[src/rtl/kbd_pkg.sv]
package kbd_pkg;
  typedef enum logic [2:0] {
    DG_STAT_A = 3'd0,
    DG_CODE   = 3'd1,
    DG_STAT_B = 3'd2,
    DG_STAT_Z = 3'd3,
    DG_RUN    = 3'd4
  } diag_e;

  localparam int ST_SHIFT = 7;
  localparam int ST_FUNC  = 6;
  localparam int ST_UP    = 3;
  localparam int ST_REQ   = 0;
endpackage

[src/rtl/kbd_rst_sync.sv]
module kbd_rst_sync (
  input  logic clk,
  input  logic rst_n,
  output logic rst_sync_n
);
  logic [1:0] sync_q;

  always_ff @(posedge clk or negedge rst_n) begin
    if (!rst_n) sync_q <= 2'b00;
    else        sync_q <= {sync_q[0], 1'b1};
  end

  assign rst_sync_n = sync_q[1];
endmodule

[src/rtl/kbd_diag_seq.sv]
module kbd_diag_seq
  import kbd_pkg::*;
#(
  parameter logic [7:0] STAT_ONE = 8'd1,
  parameter logic [7:0] CODE_VAL = 8'd3
) (
  input  logic       clk,
  input  logic       rst_n,
  input  logic       rd_stb,
  input  logic       rd_port,
  output logic       active,
  output logic       done,
  output diag_e      state,
  output logic [7:0] rd_data
);
  diag_e st_q, st_d;

  always_comb begin
    st_d    = st_q;
    rd_data = 8'd0;
    case (st_q)
      DG_STAT_A: if (rd_port) begin
        rd_data = STAT_ONE;
        if (rd_stb) st_d = DG_CODE;
      end
      DG_CODE: if (!rd_port) begin
        rd_data = CODE_VAL;
        if (rd_stb) st_d = DG_STAT_B;
      end
      DG_STAT_B: if (rd_port) begin
        rd_data = STAT_ONE;
        if (rd_stb) st_d = DG_STAT_Z;
      end
      DG_STAT_Z: if (rd_port && rd_stb) st_d = DG_RUN;
      default: st_d = DG_RUN;
    endcase
  end

  always_ff @(posedge clk or negedge rst_n) begin
    if (!rst_n) st_q <= DG_STAT_A;
    else        st_q <= st_d;
  end

  assign active = (st_q != DG_RUN);
  assign done   = (st_q == DG_STAT_Z) && rd_stb && rd_port;
  assign state  = st_q;
endmodule

[src/rtl/kbd_evt_hold.sv]
module kbd_evt_hold #(
  parameter int CODE_W = 8
) (
  input  logic              clk,
  input  logic              rst_n,
  input  logic              hold_en,
  input  logic              ev_valid,
  input  logic [CODE_W-1:0] ev_code,
  input  logic              ev_shift,
  input  logic              ev_func,
  input  logic              ev_down,
  output logic [CODE_W-1:0] m_code,
  output logic              m_func,
  output logic              m_shift,
  output logic              m_down,
  output logic              m_press
);
  logic [CODE_W-1:0] code_q;
  logic              func_q, shift_q, down_q, press_q;

  always_comb begin
    m_code  = code_q;
    m_func  = func_q;
    m_shift = shift_q;
    m_down  = down_q;
    m_press = press_q;
    if (ev_valid) begin
      m_shift = ev_shift;
      m_down  = ev_down;
      if (ev_down) begin
        m_code  = ev_code;
        m_func  = ev_func;
        m_press = 1'b1;
      end
    end
  end

  always_ff @(posedge clk or negedge rst_n) begin
    if (!rst_n) begin
      code_q  <= '0;
      func_q  <= 1'b0;
      shift_q <= 1'b0;
      down_q  <= 1'b0;
      press_q <= 1'b0;
    end else if (hold_en) begin
      code_q  <= m_code;
      func_q  <= m_func;
      shift_q <= m_shift;
      down_q  <= m_down;
      press_q <= m_press;
    end
  end
endmodule

[src/rtl/kbd_key_latch.sv]
module kbd_key_latch #(
  parameter int CODE_W = 8
) (
  input  logic              clk,
  input  logic              rst_n,
  input  logic              ev_apply,
  input  logic [CODE_W-1:0] ev_code,
  input  logic              ev_shift,
  input  logic              ev_func,
  input  logic              ev_down,
  input  logic              pend_load,
  input  logic [CODE_W-1:0] p_code,
  input  logic              p_func,
  input  logic              p_shift,
  input  logic              p_down,
  input  logic              p_press,
  input  logic              rd_clr,
  output logic [CODE_W-1:0] code_q,
  output logic              func_q,
  output logic              shift_q,
  output logic              down_q,
  output logic              req_q
);
  logic [CODE_W-1:0] code_d;
  logic              func_d, shift_d, down_d, req_d;

  always_comb begin
    code_d  = code_q;
    func_d  = func_q;
    shift_d = shift_q;
    down_d  = down_q;
    req_d   = req_q;
    if (rd_clr) req_d = 1'b0;
    if (pend_load) begin
      shift_d = p_shift;
      down_d  = p_down;
      if (p_press) begin
        if (p_code != code_q) code_d = p_code;
        func_d = p_func;
        req_d  = 1'b1;
      end
    end else if (ev_apply) begin
      shift_d = ev_shift;
      down_d  = ev_down;
      if (ev_down) begin
        if (ev_code != code_q) code_d = ev_code;
        func_d = ev_func;
        req_d  = 1'b1;
      end
    end
  end

  always_ff @(posedge clk or negedge rst_n) begin
    if (!rst_n) begin
      code_q  <= '0;
      func_q  <= 1'b0;
      shift_q <= 1'b0;
      down_q  <= 1'b0;
      req_q   <= 1'b0;
    end else begin
      code_q  <= code_d;
      func_q  <= func_d;
      shift_q <= shift_d;
      down_q  <= down_d;
      req_q   <= req_d;
    end
  end
endmodule

[src/rtl/kbd_port_if.sv]
module kbd_port_if
  import kbd_pkg::*;
#(
  parameter int         CODE_W   = 8,
  parameter logic [7:0] DIAG_ST  = 8'd1,
  parameter logic [7:0] DIAG_CD  = 8'd3
) (
  input  logic              clk,
  input  logic              rst_n,
  input  logic              ev_valid,
  input  logic [CODE_W-1:0] ev_code,
  input  logic              ev_shift,
  input  logic              ev_func,
  input  logic              ev_down,
  input  logic              rd_stb,
  input  logic              rd_port,
  output logic [7:0]        rd_data
);
  logic              rst_sync_n;
  logic              diag_active, diag_done;
  diag_e             diag_st;
  logic [7:0]        diag_data;
  logic [CODE_W-1:0] m_code, code_q;
  logic              m_func, m_shift, m_down, m_press;
  logic              func_q, shift_q, down_q, req_q;
  logic [7:0]        code_byte, stat_byte;

  kbd_rst_sync u_rst (
    .clk        (clk),
    .rst_n      (rst_n),
    .rst_sync_n (rst_sync_n)
  );

  kbd_diag_seq #(.STAT_ONE(DIAG_ST), .CODE_VAL(DIAG_CD)) u_diag (
    .clk     (clk),
    .rst_n   (rst_sync_n),
    .rd_stb  (rd_stb),
    .rd_port (rd_port),
    .active  (diag_active),
    .done    (diag_done),
    .state   (diag_st),
    .rd_data (diag_data)
  );

  kbd_evt_hold #(.CODE_W(CODE_W)) u_hold (
    .clk      (clk),
    .rst_n    (rst_sync_n),
    .hold_en  (diag_active),
    .ev_valid (ev_valid),
    .ev_code  (ev_code),
    .ev_shift (ev_shift),
    .ev_func  (ev_func),
    .ev_down  (ev_down),
    .m_code   (m_code),
    .m_func   (m_func),
    .m_shift  (m_shift),
    .m_down   (m_down),
    .m_press  (m_press)
  );

  kbd_key_latch #(.CODE_W(CODE_W)) u_latch (
    .clk       (clk),
    .rst_n     (rst_sync_n),
    .ev_apply  (!diag_active && ev_valid),
    .ev_code   (ev_code),
    .ev_shift  (ev_shift),
    .ev_func   (ev_func),
    .ev_down   (ev_down),
    .pend_load (diag_done),
    .p_code    (m_code),
    .p_func    (m_func),
    .p_shift   (m_shift),
    .p_down    (m_down),
    .p_press   (m_press),
    .rd_clr    (!diag_active && rd_stb && !rd_port),
    .code_q    (code_q),
    .func_q    (func_q),
    .shift_q   (shift_q),
    .down_q    (down_q),
    .req_q     (req_q)
  );

  always_comb begin
    code_byte = 8'd0;
    code_byte[CODE_W-1:0] = code_q;
    stat_byte = 8'd0;
    stat_byte[ST_SHIFT] = shift_q;
    stat_byte[ST_FUNC]  = func_q;
    stat_byte[ST_UP]    = !down_q;
    stat_byte[ST_REQ]   = req_q;
    if (diag_active)  rd_data = diag_data;
    else if (rd_port) rd_data = stat_byte;
    else              rd_data = code_byte;
  end
endmodule

[config.mk]
export PLATFORM = sky130hd
export DESIGN_NAME = kbd_port_if
export DESIGN_NICKNAME = d
export VERILOG_FILES = /design/src/rtl/kbd_pkg.sv /design/src/rtl/kbd_rst_sync.sv /design/src/rtl/kbd_diag_seq.sv /design/src/rtl/kbd_evt_hold.sv /design/src/rtl/kbd_key_latch.sv /design/src/rtl/kbd_port_if.sv
export SDC_FILE = /design/constraint.sdc
export NUM_CORES = 1
export LEC_CHECK = 0
export ABC_AREA = 1
export BUFFER_PORTS_ARGS = -buffer_cell sky130_fd_sc_hd__buf_2
export CORE_MARGIN = 2
export CORE_UTILIZATION = 55
export DETAILED_ROUTE_END_ITERATION = 7
export PLACE_DENSITY = 0.83
export SLEW_MARGIN = 10
export SYNTH_ARGS = -nofsm -noshare
export SYNTH_HDL_FRONTEND = slang
export SYNTH_HIERARCHICAL = 1
export SYNTH_SLANG_ARGS = --single-unit
[constraint.sdc]
create_clock -name clk -period 2.7 [get_ports clk]
set_input_delay 0 -clock clk [delete_from_list [all_inputs] [get_ports clk]]
set_output_delay 0 -clock clk [all_outputs]
set_load 0.01 [all_outputs]
==> impl_metrics.tcl <==
set metrics [dict create \
    min_to "u_hold/code_q[5]$_DFFE_PN0P_" \
    hpwl_um 3180 \
    cp_cell_sequence "nor2_1 > nand2_1 > nor2_1 > nand3_1 > inv_1 > nand2_4 > nand2_4 > nand2_1 > nand2_1" \
    ir_drop_mv 0.347 \
    path_max_fanout 12 \
    finalCritPeriodShare_pct 67.3 \
    worst-path-buf-inv 1 \
    fmax_ghz 0.550 \
    via_count 1884 \
    end_kind "flop" \
    h-tree-depth 2 \
    drive_gt1_share_pct 12.9 \
    hold_depth 3 \
    wl_per_cell_um 10.7 \
    syn_area_um2 2020 \
    fill_cells 364 \
    gp_congestion 0.795 \
    synthCells 314 \
    die_area_um2 4170 \
    r2r_setup_slack_ps 880 \
    tightest_slew_ps 1030 \
    std_cell_rows 22 \
    grt_max_degree 28 \
    cts_made_buffers 5 \
    worstPathArrival_ps 2030 \
    startpoint_type "flop" \
    layout_min_cycle_time_ps 1820 \
    ios 24 \
    worstPathRequired_ps 2910 \
    antenna_cells 0 \
    antenna_found_initial 0 \
    timing.rr.end "u_latch/code_q[7]$_DFFE_PN0P_" \
    reg2regPathDepth 9 \
    dr.pass1.iters 4 \
    max_cap_viol_count 0 \
    layout_common_cells "nand2_1 (149), inv_1 (29), dfrtp_1 (29)" \
    hp-class "in2reg" \
    core_region_area_um2 3610 \
    layout_commonest_cell "nand2_1" \
    ys_warn_count 6 \
    insertion_delay_ps 270 \
    overflow 0 \
    p_leak_nw 1.27 \
    critPathKind "reg2reg" \
    routed_wirelength_um 4160 \
    port_buffers 23 \
    worstReg2RegStart "u_diag/state[1]$_DFFE_PN0P_" \
    tns_ps 0 \
    antenna_left 0 \
    critPathSlowestCell "dfrtp_1" \
    synth_top_area_cell "dfrtp_1" \
    cpMostUsedCell "nand2_1" \
    clock_skew_ps 4.20 \
    finalHoldViolations 0 \
    rsz0062_at_grt "no" \
    setup_viol 0 \
    crit_path_max_incr_delay_ps 430 \
    yosysTopAreaCellShare_pct 35.9 \
    area_growth_pct 10.3 \
    status "complete, no violations" \
    power.total_mw 0.995 \
    cts_resized 0 \
    grt_pass1_wl_um 7270 \
    tritoncts "done" \
    final_nets 355 \
    synth_area_per_cell_um2 6.43 \
    first_global_vias 1696 \
    p_per_area_nw_per_um2 447 \
    synthTopCellsByArea "dfrtp_1 (36%), nand2_1 (28%), nand3_1 (6.9%)" \
    cts_sinks 29 \
    clockBufferDepth 2 \
    synth_cell_types 20 \
    clock-root-buffer "clkbuf_8" \
    drc_errors 0 \
    first_iter_violations 98 \
    synth.yosys.seq_area_share_pct 35.9 \
    worst_hold_startpoint "ev_code[5]" \
    critPathTopFamily "simple AND/OR/NAND/NOR gates" \
    cts.clk_slew.worst_paths_ps 60 \
    die_y_um 64.6 \
    synth-seq-cells 29 \
    drv_slew 0 \
    vias_per_cell 4.86 \
    start_util_pct 56.0 \
    die_x_um 64.6 \
    slew_headroom_pct 31.4 \
    grt_use_total_pct 22.3 \
]
cell usage after synthesis, drive strengths merged:
library cell    n
inv            34
nand3          30
o21ai           9
o31ai           1
nor3            1
a21oi           2
nand2         155
conb            2
dfrtp          29
buf            15
a221o           1
nand4          12
nor2           15
xnor2           8
stage by stage:
stage               instances  cell area [um2]  utilization [%]  hold WS (ps)  setup slack, ps
floorplan                 319             2040                -          -296              978
global placement          378             2130             59.0          -214              968
detailed placement        378             2130             59.0          -213              916
CTS                       388             2230             61.8          4.95              893
global route              388             2230             61.8          21.0              640
finish                    388             2230             61.8          18.4              883
kinds of logic after synthesis:
| group | after synthesis | share of synthesized area (%) |
|---|---|---|
| AOI/OAI and AO/OA | 13 | 3.59 |
| and+or+nand+nor | 213 | 45.0 |
| xor gates and xnor gates | 8 | 3.47 |
| other | 2 | 0.372 |
| DFF | 29 | 35.9 |
| buffers and inverters | 49 | 11.6 |
area by class of cell:
class | count | area, um2 | area share (%)
multi-input combinational | 241 | 1080 | 48.3
sequential | 29 | 726 | 32.6
timing repair buffer | 28 | 158 | 7.07
inverter | 34 | 128 | 5.73
clock buffer | 8 | 80.1 | 3.59
tap | 48 | 60.1 | 2.70
worst max path at each step:
stage                           startpoint                             to  slack, ps  depth (start not counted)
6_report       u_diag/state[1]$_DFFE_PN0P_  u_latch/code_q[7]$_DFFE_PN0P_        880                          9
5_1_grt        u_diag/state[1]$_DFFE_PN0P_     u_latch/func_q$_DFFE_PN0P_        640                          7
4_1_cts        u_diag/state[1]$_DFFE_PN0P_  u_latch/code_q[7]$_DFFE_PN0P_        890                          9
3_5_place_dp   u_diag/state[1]$_DFFE_PN0P_  u_latch/code_q[7]$_DFFE_PN0P_        920                          9
3_3_place_gp   u_diag/state[1]$_DFFE_PN0P_  u_latch/code_q[1]$_DFFE_PN0P_        970                          9
2_1_floorplan  u_diag/state[2]$_DFFE_PN0P_  u_latch/code_q[0]$_DFFE_PN0P_        980                         10
what timing repair did:
action	4_1_cts	5_1_grt
endpoints found under the hold margin	3	0
setup buffers	0	0
hold buffers	2	0
power breakdown:
part,leakage (nW),internal (mW),switching (mW),total [mW]
clock,0.0395,0.182,0.141,0.323
combinational,0.863,0.0754,0.104,0.179
sequential,0.369,0.458,0.0347,0.493
tightest hold or removal path, delay by kind of cell:
kind                   cells  cell delay (ps)
AND/OR/NAND/NOR            2              130
buffers and inverters      1              120
metal layers:
layer	vias to the layer above	global-route usage (%)	share of wire, %
li1	1009	-	-
met1	817	28.4	47
met2	56	37.4	47
met3	2	4.69	5.3
met4	0	7.98	0.60
met5	-	0	0
flip-flops by register name, indices dropped and copies added, names as in the netlist:
name	flops
u_latch/code_q	8
u_latch/down_q	1
u_diag/state	3
u_latch/shift_q	1
u_rst/sync_q	2
u_hold/shift_q	1
u_latch/req_q	1
u_hold/down_q	1
u_hold/press_q	1
u_hold/code_q	8
u_hold/func_q	1
u_latch/func_q	1
Note: power is estimated with default switching activity, not from simulation.
